==> config.mk <==
export PLATFORM = sky130hd
export DESIGN_NAME = gpio_pad_ctrl
export DESIGN_NICKNAME = d
export VERILOG_FILES = /design/src/rtl/gpio_pkg.sv /design/src/rtl/gpio_rst_sync.sv /design/src/rtl/gpio_in_sync.sv /design/src/rtl/gpio_pad_cell.sv /design/src/rtl/gpio_irq_bank.sv /design/src/rtl/gpio_pad_ctrl.sv
export SDC_FILE = /design/constraint.sdc
export NUM_CORES = 1
export LEC_CHECK = 0
export ABC_AREA = 1
export CAP_MARGIN = 20
export CORE_MARGIN = 5
export CORE_UTILIZATION = 30
export CTS_BUF_LIST = sky130_fd_sc_hd__clkbuf_4 sky130_fd_sc_hd__clkbuf_8 sky130_fd_sc_hd__clkbuf_16
export DETAILED_ROUTE_END_ITERATION = 10
export HOLD_SLACK_MARGIN = 0.1
export PLACE_DENSITY = 0.54
export SYNTH_ARGS = -nofsm -noshare
export SYNTH_HDL_FRONTEND = slang
export SYNTH_SLANG_ARGS = --single-unit
==> constraint.sdc <==
create_clock -name clk -period 22.8 [get_ports clk]
set_input_delay 4.56 -clock clk [delete_from_list [all_inputs] [get_ports clk]]
set_output_delay 4.56 -clock clk [all_outputs]
set_load 0.05 [all_outputs]
==> src/rtl/gpio_pkg.sv <==
package gpio_pkg;

  localparam int WORD_W      = 32;
  localparam int MAX_BANKS   = 4;
  localparam int STS_BASE    = 'h100;
  localparam int EN_BASE     = 'h110;
  localparam int CFG_BASE    = 'h500;
  localparam int CFG_STEP_LG = 3;

  localparam int BIT_DRIVE   = 0;
  localparam int BIT_LEVEL   = 1;
  localparam int BIT_INVERT  = 23;
  localparam int BIT_MODE_LO = 25;
  localparam int BIT_MODE_HI = 26;

  typedef enum logic [1:0] {
    DET_LEVEL = 2'b00,
    DET_RISE  = 2'b01,
    DET_OFF   = 2'b10,
    DET_BOTH  = 2'b11
  } det_mode_e;

  typedef struct packed {
    logic      drive;
    logic      invert;
    det_mode_e mode;
  } pad_cfg_t;

endpackage

==> src/rtl/gpio_rst_sync.sv <==
module gpio_rst_sync (
  input  logic clk,
  input  logic rst_n,
  output logic rst_sync_n
);

  logic [1:0] stage_q;

  always_ff @(posedge clk or negedge rst_n) begin
    if (!rst_n) begin
      stage_q <= 2'b00;
    end else begin
      stage_q <= {stage_q[0], 1'b1};
    end
  end

  assign rst_sync_n = stage_q[1];

endmodule

==> src/rtl/gpio_in_sync.sv <==
module gpio_in_sync #(
  parameter int WIDTH = 78
) (
  input  logic             clk,
  input  logic             rst_n,
  input  logic [WIDTH-1:0] async_in,
  output logic [WIDTH-1:0] sync_out
);

  logic [WIDTH-1:0] meta_q;
  logic [WIDTH-1:0] sync_q;

  always_ff @(posedge clk or negedge rst_n) begin
    if (!rst_n) begin
      meta_q <= '0;
      sync_q <= '0;
    end else begin
      meta_q <= async_in;
      sync_q <= meta_q;
    end
  end

  assign sync_out = sync_q;

endmodule

==> src/rtl/gpio_pad_cell.sv <==
module gpio_pad_cell
  import gpio_pkg::*;
(
  input  logic              clk,
  input  logic              rst_n,
  input  logic              cfg_we,
  input  logic [WORD_W-1:0] wdata,
  input  logic              in_sync,
  output logic              drive,
  output logic              evt,
  output logic [WORD_W-1:0] rd_word
);

  pad_cfg_t cfg_q, cfg_d;
  logic     prev_q, prev_d;
  logic     lvl;

  always_comb begin
    cfg_d        = cfg_q;
    cfg_d.drive  = wdata[BIT_DRIVE];
    cfg_d.invert = wdata[BIT_INVERT];
    cfg_d.mode   = det_mode_e'(wdata[BIT_MODE_HI:BIT_MODE_LO]);
  end

  assign lvl    = in_sync ^ cfg_q.invert;
  assign prev_d = lvl;

  always_comb begin
    case (cfg_q.mode)
      DET_LEVEL: evt = lvl;
      DET_RISE:  evt = lvl & ~prev_q;
      DET_BOTH:  evt = lvl ^ prev_q;
      default:   evt = 1'b0;
    endcase
  end

  always_ff @(posedge clk or negedge rst_n) begin
    if (!rst_n) begin
      cfg_q <= '0;
    end else if (cfg_we) begin
      cfg_q <= cfg_d;
    end
  end

  always_ff @(posedge clk or negedge rst_n) begin
    if (!rst_n) begin
      prev_q <= 1'b0;
    end else begin
      prev_q <= prev_d;
    end
  end

  always_comb begin
    rd_word                          = '0;
    rd_word[BIT_DRIVE]               = cfg_q.drive;
    rd_word[BIT_LEVEL]               = in_sync;
    rd_word[BIT_INVERT]              = cfg_q.invert;
    rd_word[BIT_MODE_HI:BIT_MODE_LO] = cfg_q.mode;
  end

  assign drive = cfg_q.drive;

endmodule

==> src/rtl/gpio_irq_bank.sv <==
module gpio_irq_bank
  import gpio_pkg::*;
#(
  parameter int BANK_IDX = 0,
  parameter int NUM_PADS = 78
) (
  input  logic              clk,
  input  logic              rst_n,
  input  logic [WORD_W-1:0] evt,
  input  logic              sts_we,
  input  logic              en_we,
  input  logic [WORD_W-1:0] wdata,
  output logic [WORD_W-1:0] sts_q,
  output logic [WORD_W-1:0] en_q
);

  function automatic logic [WORD_W-1:0] live_mask(int bank, int npads);
    logic [WORD_W-1:0] m;
    for (int i = 0; i < WORD_W; i++) begin
      m[i] = ((bank * WORD_W + i) < npads);
    end
    return m;
  endfunction

  localparam logic [WORD_W-1:0] LIVE = live_mask(BANK_IDX, NUM_PADS);

  logic [WORD_W-1:0] sts_d, en_d, clr;

  always_comb begin
    clr   = sts_we ? wdata : '0;
    sts_d = ((sts_q & ~clr) | evt) & LIVE;
    en_d  = wdata & LIVE;
  end

  always_ff @(posedge clk or negedge rst_n) begin
    if (!rst_n) begin
      sts_q <= '0;
    end else begin
      sts_q <= sts_d;
    end
  end

  always_ff @(posedge clk or negedge rst_n) begin
    if (!rst_n) begin
      en_q <= '0;
    end else if (en_we) begin
      en_q <= en_d;
    end
  end

endmodule

==> src/rtl/gpio_pad_ctrl.sv <==
module gpio_pad_ctrl
  import gpio_pkg::*;
#(
  parameter int NUM_PADS = 78,
  parameter int ADDR_W   = 12
) (
  input  logic                clk,
  input  logic                rst_n,
  input  logic [ADDR_W-1:0]   bus_addr,
  input  logic                bus_we,
  input  logic [WORD_W-1:0]   bus_wdata,
  output logic [WORD_W-1:0]   bus_rdata,
  input  logic [NUM_PADS-1:0] pad_in,
  output logic [NUM_PADS-1:0] pad_out,
  output logic                irq
);

  localparam int NBANKS = (NUM_PADS + WORD_W - 1) / WORD_W;
  localparam int FLAT_W = MAX_BANKS * WORD_W;
  localparam int IDX_W  = ADDR_W - CFG_STEP_LG;
  localparam int PAGE_W = ADDR_W - 4;

  localparam logic [ADDR_W-1:0] CFG_BASE_A = ADDR_W'(CFG_BASE);
  localparam logic [PAGE_W-1:0] STS_PAGE   = PAGE_W'(STS_BASE >> 4);
  localparam logic [PAGE_W-1:0] EN_PAGE    = PAGE_W'(EN_BASE >> 4);
  localparam logic [IDX_W-1:0]  NPADS_IDX  = IDX_W'(NUM_PADS);

  logic                rst_sync_n;
  logic [NUM_PADS-1:0] in_sync;
  logic [NUM_PADS-1:0] pad_evt;
  logic [WORD_W-1:0]   pad_rd [NUM_PADS];
  logic [FLAT_W-1:0]   evt_flat;
  logic [FLAT_W-1:0]   sts_flat;
  logic [FLAT_W-1:0]   en_flat;

  logic [ADDR_W-1:0]   cfg_off;
  logic [IDX_W-1:0]    cfg_idx;
  logic                cfg_hit;
  logic                sts_hit;
  logic                en_hit;
  logic [1:0]          word_sel;
  logic                irq_d, irq_q;

  gpio_rst_sync u_rst_sync (
    .clk        (clk),
    .rst_n      (rst_n),
    .rst_sync_n (rst_sync_n)
  );

  gpio_in_sync #(.WIDTH(NUM_PADS)) u_in_sync (
    .clk      (clk),
    .rst_n    (rst_sync_n),
    .async_in (pad_in),
    .sync_out (in_sync)
  );

  // Address decode
  always_comb begin
    cfg_off  = bus_addr - CFG_BASE_A;
    cfg_idx  = cfg_off[ADDR_W-1:CFG_STEP_LG];
    cfg_hit  = (bus_addr >= CFG_BASE_A) && (bus_addr[CFG_STEP_LG-1:0] == '0) &&
               (cfg_idx < NPADS_IDX);
    sts_hit  = (bus_addr[ADDR_W-1:4] == STS_PAGE) && (bus_addr[1:0] == 2'b00);
    en_hit   = (bus_addr[ADDR_W-1:4] == EN_PAGE) && (bus_addr[1:0] == 2'b00);
    word_sel = bus_addr[3:2];
  end

  // Pad cells
  for (genvar p = 0; p < NUM_PADS; p++) begin : g_pad
    logic cell_we;
    assign cell_we = bus_we && cfg_hit && (cfg_idx == IDX_W'(p));

    gpio_pad_cell u_cell (
      .clk     (clk),
      .rst_n   (rst_sync_n),
      .cfg_we  (cell_we),
      .wdata   (bus_wdata),
      .in_sync (in_sync[p]),
      .drive   (pad_out[p]),
      .evt     (pad_evt[p]),
      .rd_word (pad_rd[p])
    );
  end

  assign evt_flat = FLAT_W'(pad_evt);

  // Interrupt banks; word slots above the pad count stay empty
  for (genvar b = 0; b < MAX_BANKS; b++) begin : g_bank
    if (b < NBANKS) begin : g_live
      logic bank_sts_we, bank_en_we;
      assign bank_sts_we = bus_we && sts_hit && (word_sel == 2'(b));
      assign bank_en_we  = bus_we && en_hit  && (word_sel == 2'(b));

      gpio_irq_bank #(.BANK_IDX(b), .NUM_PADS(NUM_PADS)) u_bank (
        .clk    (clk),
        .rst_n  (rst_sync_n),
        .evt    (evt_flat[b*WORD_W +: WORD_W]),
        .sts_we (bank_sts_we),
        .en_we  (bank_en_we),
        .wdata  (bus_wdata),
        .sts_q  (sts_flat[b*WORD_W +: WORD_W]),
        .en_q   (en_flat[b*WORD_W +: WORD_W])
      );
    end else begin : g_empty
      assign sts_flat[b*WORD_W +: WORD_W] = '0;
      assign en_flat[b*WORD_W +: WORD_W]  = '0;
    end
  end

  // Read mux
  always_comb begin
    bus_rdata = '0;
    if (cfg_hit) begin
      for (int p = 0; p < NUM_PADS; p++) begin
        if (cfg_idx == IDX_W'(p)) begin
          bus_rdata = pad_rd[p];
        end
      end
    end else if (sts_hit || en_hit) begin
      for (int b = 0; b < MAX_BANKS; b++) begin
        if (word_sel == 2'(b)) begin
          bus_rdata = sts_hit ? sts_flat[b*WORD_W +: WORD_W]
                              : en_flat[b*WORD_W +: WORD_W];
        end
      end
    end
  end

  // Combined interrupt
  assign irq_d = |(sts_flat & en_flat);

  always_ff @(posedge clk or negedge rst_sync_n) begin
    if (!rst_sync_n) begin
      irq_q <= 1'b0;
    end else begin
      irq_q <= irq_d;
    end
  end

  assign irq = irq_q;

endmodule

==> flow_metrics.py <==
metrics = {
    "worst_setup_path": {
        "cpMostUsedCell": "nand2_1",
        "path_buf_inv": 5,
        "cpMaxStageDelayCell": "clkdlybuf4s50_1",
        "cp-start-kind": "input port",
        "critPathKind": "in2out",
        "slowest_delay_ns": 0.73,
        "cp_data_arrival_time_ns": 11.58,
        "cp-end-kind": "primary output",
        "cp_data_required_time_ns": 18.24,
        "crit_family": "simple AND/OR/NAND/NOR gates",
        "path_max_fanout": 30,
    },
    "die": {
        "die_y_um": 340,
        "die_w_um": 340,
        "num_io_pins": 236,
        "dieArea_um2": 116000,
        "initial_core_util": 0.301,
        "core-area_um2": 109000,
        "row_count": 121,
    },
    "clocking": {
        "cts.path.max_buffers": 3,
        "cts_tree": "built",
        "clk_latency_ns": 0.65,
        "cts_htree_levels": 3,
        "clk_pin_slew_ns": 0.06,
        "postCtsHoldBufs": 0,
        "post_cts_buffers": 0,
        "cts_resized": 0,
        "cts-root-buf": "clkbuf_16",
        "cts_buffers": 81,
        "clock_sinks": 705,
    },
    "routing": {
        "wirelength_um": 122000,
        "ant_nets": 0,
        "wl_per_cell_um": 22.5,
        "vias": 27300,
        "dr.pass1.iters": 5,
        "via_per_inst": 5.03,
        "drt_iter0_markers": 2586,
        "drc": 0,
    },
    "global_routing": {
        "grt_max_degree": 81,
        "antenna_found_initial": 5,
        "grt_pass1_vias": 26600,
        "grt_pass1_wl_um": 180000,
        "overflow": 0,
        "grtUsageTotal": 0.207,
    },
    "worst_hold_path": {
        "hp-class": "reg2reg",
    },
    "finish": {
        "multi_input_area_um2": 12900,
        "fin_nets": 4172,
        "mostFrequentLayoutCell": "nand2_1",
        "fin_util": 0.358,
        "n_fill_cell": 11200,
        "area_growth_pct": 18.9,
        "regArea_um2": 17600,
        "final_cells": 5437,
        "drive_above_1_share": 0.0542,
        "final_cell_mix": "nand2_1, dfrtp_1, o21ai_0",
    },
    "synth": {
        "avgSynthCellArea_um2": 8.62,
        "yosys_most_used_dff": "dfrtp_1",
        "synth_top_area_cell": "dfrtp_1",
        "synthSimpleGateAreaFrac": 0.204,
        "ys.warnings.count": 0,
        "synth_mux_area_frac": 0.00306,
        "synth_fp_nets": 4004,
        "synth_area_um2": 32700,
        "seq_area_frac_synth": 0.539,
        "synthArstFlopShare": 1.00,
        "synth_edf_count": 0,
        "synth_top_family_by_area": "simple AND/OR/NAND/NOR gates",
        "syn_inst": 3797,
        "synthXorXnorAreaFrac": 0.0209,
        "ys_seq_elements": 705,
        "yosysUniqueCellTypes": 42,
        "synth_compound_area_frac": 0.134,
        "synth.area.top_cells": "dfrtp_1, nand2_1, o21ai_0, inv_1, nor2_1",
        "yosys.area.top_type_share": 0.539,
        "synth_fa_ha_area_frac": 0.0314,
    },
    "pwr": {
        "p_per_area_nw_per_um2": 71.9,
        "seqPwrFrac": 0.462,
        "max-vdd-ir-drop_mv": 0.0380,
        "p_leak_uw": 0.0164,
        "clkPwrFrac": 0.489,
        "swShare": 0.234,
        "p_comb_frac": 0.049,
        "p_int_uw": 2140,
        "p_switching_uw": 656,
    },
    "outcome": {
        "status": "completed",
    },
    "sta": {
        "holdWs_ns": 0.341,
        "finalCriticalPeriod_ns": 16.14,
        "tightest_slew_ns": 1.09,
        "slew_headroom": 0.273,
        "hold_viol": 0,
        "grt_setup_unrepaired": "no",
        "setup-tns-final_ns": 0,
        "finalCritPeriodShare": 0.708,
        "finalMaxSlewViolations": 0,
        "fin_skew_ns": 0.0376,
        "setup_viol": 0,
        "max_freq_ghz": 0.0619,
    },
    "placed_design": {
        "place_hpwl_um": 90100,
        "port_buffers": 235,
        "place_inst": 5295,
        "place.gp.congestion": 0.921,
    },
    "job": {
        "drv_cap": 0,
    },
}
## metal layers
metal | wire length, um | GRT usage | vias up
li1 | - | - | 12800
met2 | 53600 | 0.315 | 1035
met5 | 26 | 0 | -
met1 | 54200 | 0.289 | 13200
met3 | 10000 | 0.0482 | 210
met4 | 4570 | 0.0765 | 4
## synth_stat cells, drive strengths merged, types with 18 or more instances
cell and count:
ha 82, a22o 18, o211ai 78, xor2 78
nand4 88, nand3 157, nand2 1041, o21ai 564
clkbuf 88, buf 93, nor3 35, a21oi 88
inv 307, nor2 292, dfrtp 705
## flip-flops by register name, indices dropped and copies added, names as in the netlist
register                    cells
g_bank.g_live.u_bank.sts_q     78
g_pad.u_cell.rd_word          234
g_pad.u_cell.drive             78
g_bank.g_live.u_bank.en_q      78
u_in_sync.sync_out             78
g_pad.u_cell.prev_q            78
u_in_sync.meta_q               78
irq                             1
u_rst_sync.stage_q              2
## through the flow
stage | total power [uW] | setup WS [ns] | area [um2]
2_1_floorplan | 1380 | 1.69 | 32700
3_3_place_gp | 1450 | 6.84 | 36100
3_5_place_dp | 1450 | 6.71 | 36100
4_1_cts | 2830 | 6.68 | 38900
5_1_grt | 2890 | 6.05 | 38900
6_report | 2800 | 6.66 | 38900
## kinds of logic (layout without fill, tap and decap cells)
| logic type | Yosys count | in the layout |
|---|---|---|
| AO/OA/AOI/OAI | 798 | 798 |
| AND/OR/NAND/NOR | 1629 | 1629 |
| XOR/XNOR | 78 | 78 |
| multiplexers | 10 | 10 |
| flip-flops | 705 | 705 |
| adder cells (fa/ha/maj) | 82 | 82 |
| buffers and inverters | 494 | 718 |
| other | 1 | 3 |
## worst paths after layout
check	start	to	slack [ns]	depth (start not counted)
min	u_in_sync.meta_q[12]	u_in_sync.sync_out[12]	0.34	0
max reg2reg	u_rst_sync.stage_q[1]	g_pad[3].u_cell.drive	18.05	5
min in group asynchronous	u_rst_sync.stage_q[1]	u_in_sync.meta_q[52]	0.38	0
max	bus_addr[8]	bus_rdata[1]	6.66	46
min reg2reg	u_in_sync.meta_q[12]	u_in_sync.sync_out[12]	0.34	0
max in group asynchronous	u_rst_sync.stage_q[1]	g_pad[3].u_cell.drive	18.05	5
## power by group through the flow
stage                     Combinational, uW  Sequential [uW]  Clock, uW
after floorplan                        50.4             1330          0
after global placement                  136             1310          0
after detailed placement                138             1310          0
after CTS                               139             1290       1390
after global routing                    153             1290       1450
final                                   137             1290       1370
## worst reg2reg max path, stage by stage, from the launching register on
cell,delay (ns)
dfrtp_4,0.87
buf_4,0.74
buf_4,0.77
buf_4,0.73
buf_4,0.81
buf_4,0.81
## cell type report
cell class / instances / share of cell area
Clock buffer: 109 / 0.0599
Tap cell: 1414 / 0.0455
Antenna cell: 2 / 0.000129
Inverter: 313 / 0.0303
Multi-Input combinational cell: 2598 / 0.332
Timing Repair Buffer: 266 / 0.0670
Clock inverter: 30 / 0.0112
Sequential cell: 705 / 0.454
Note: power is estimated with default switching activity, not from simulation.
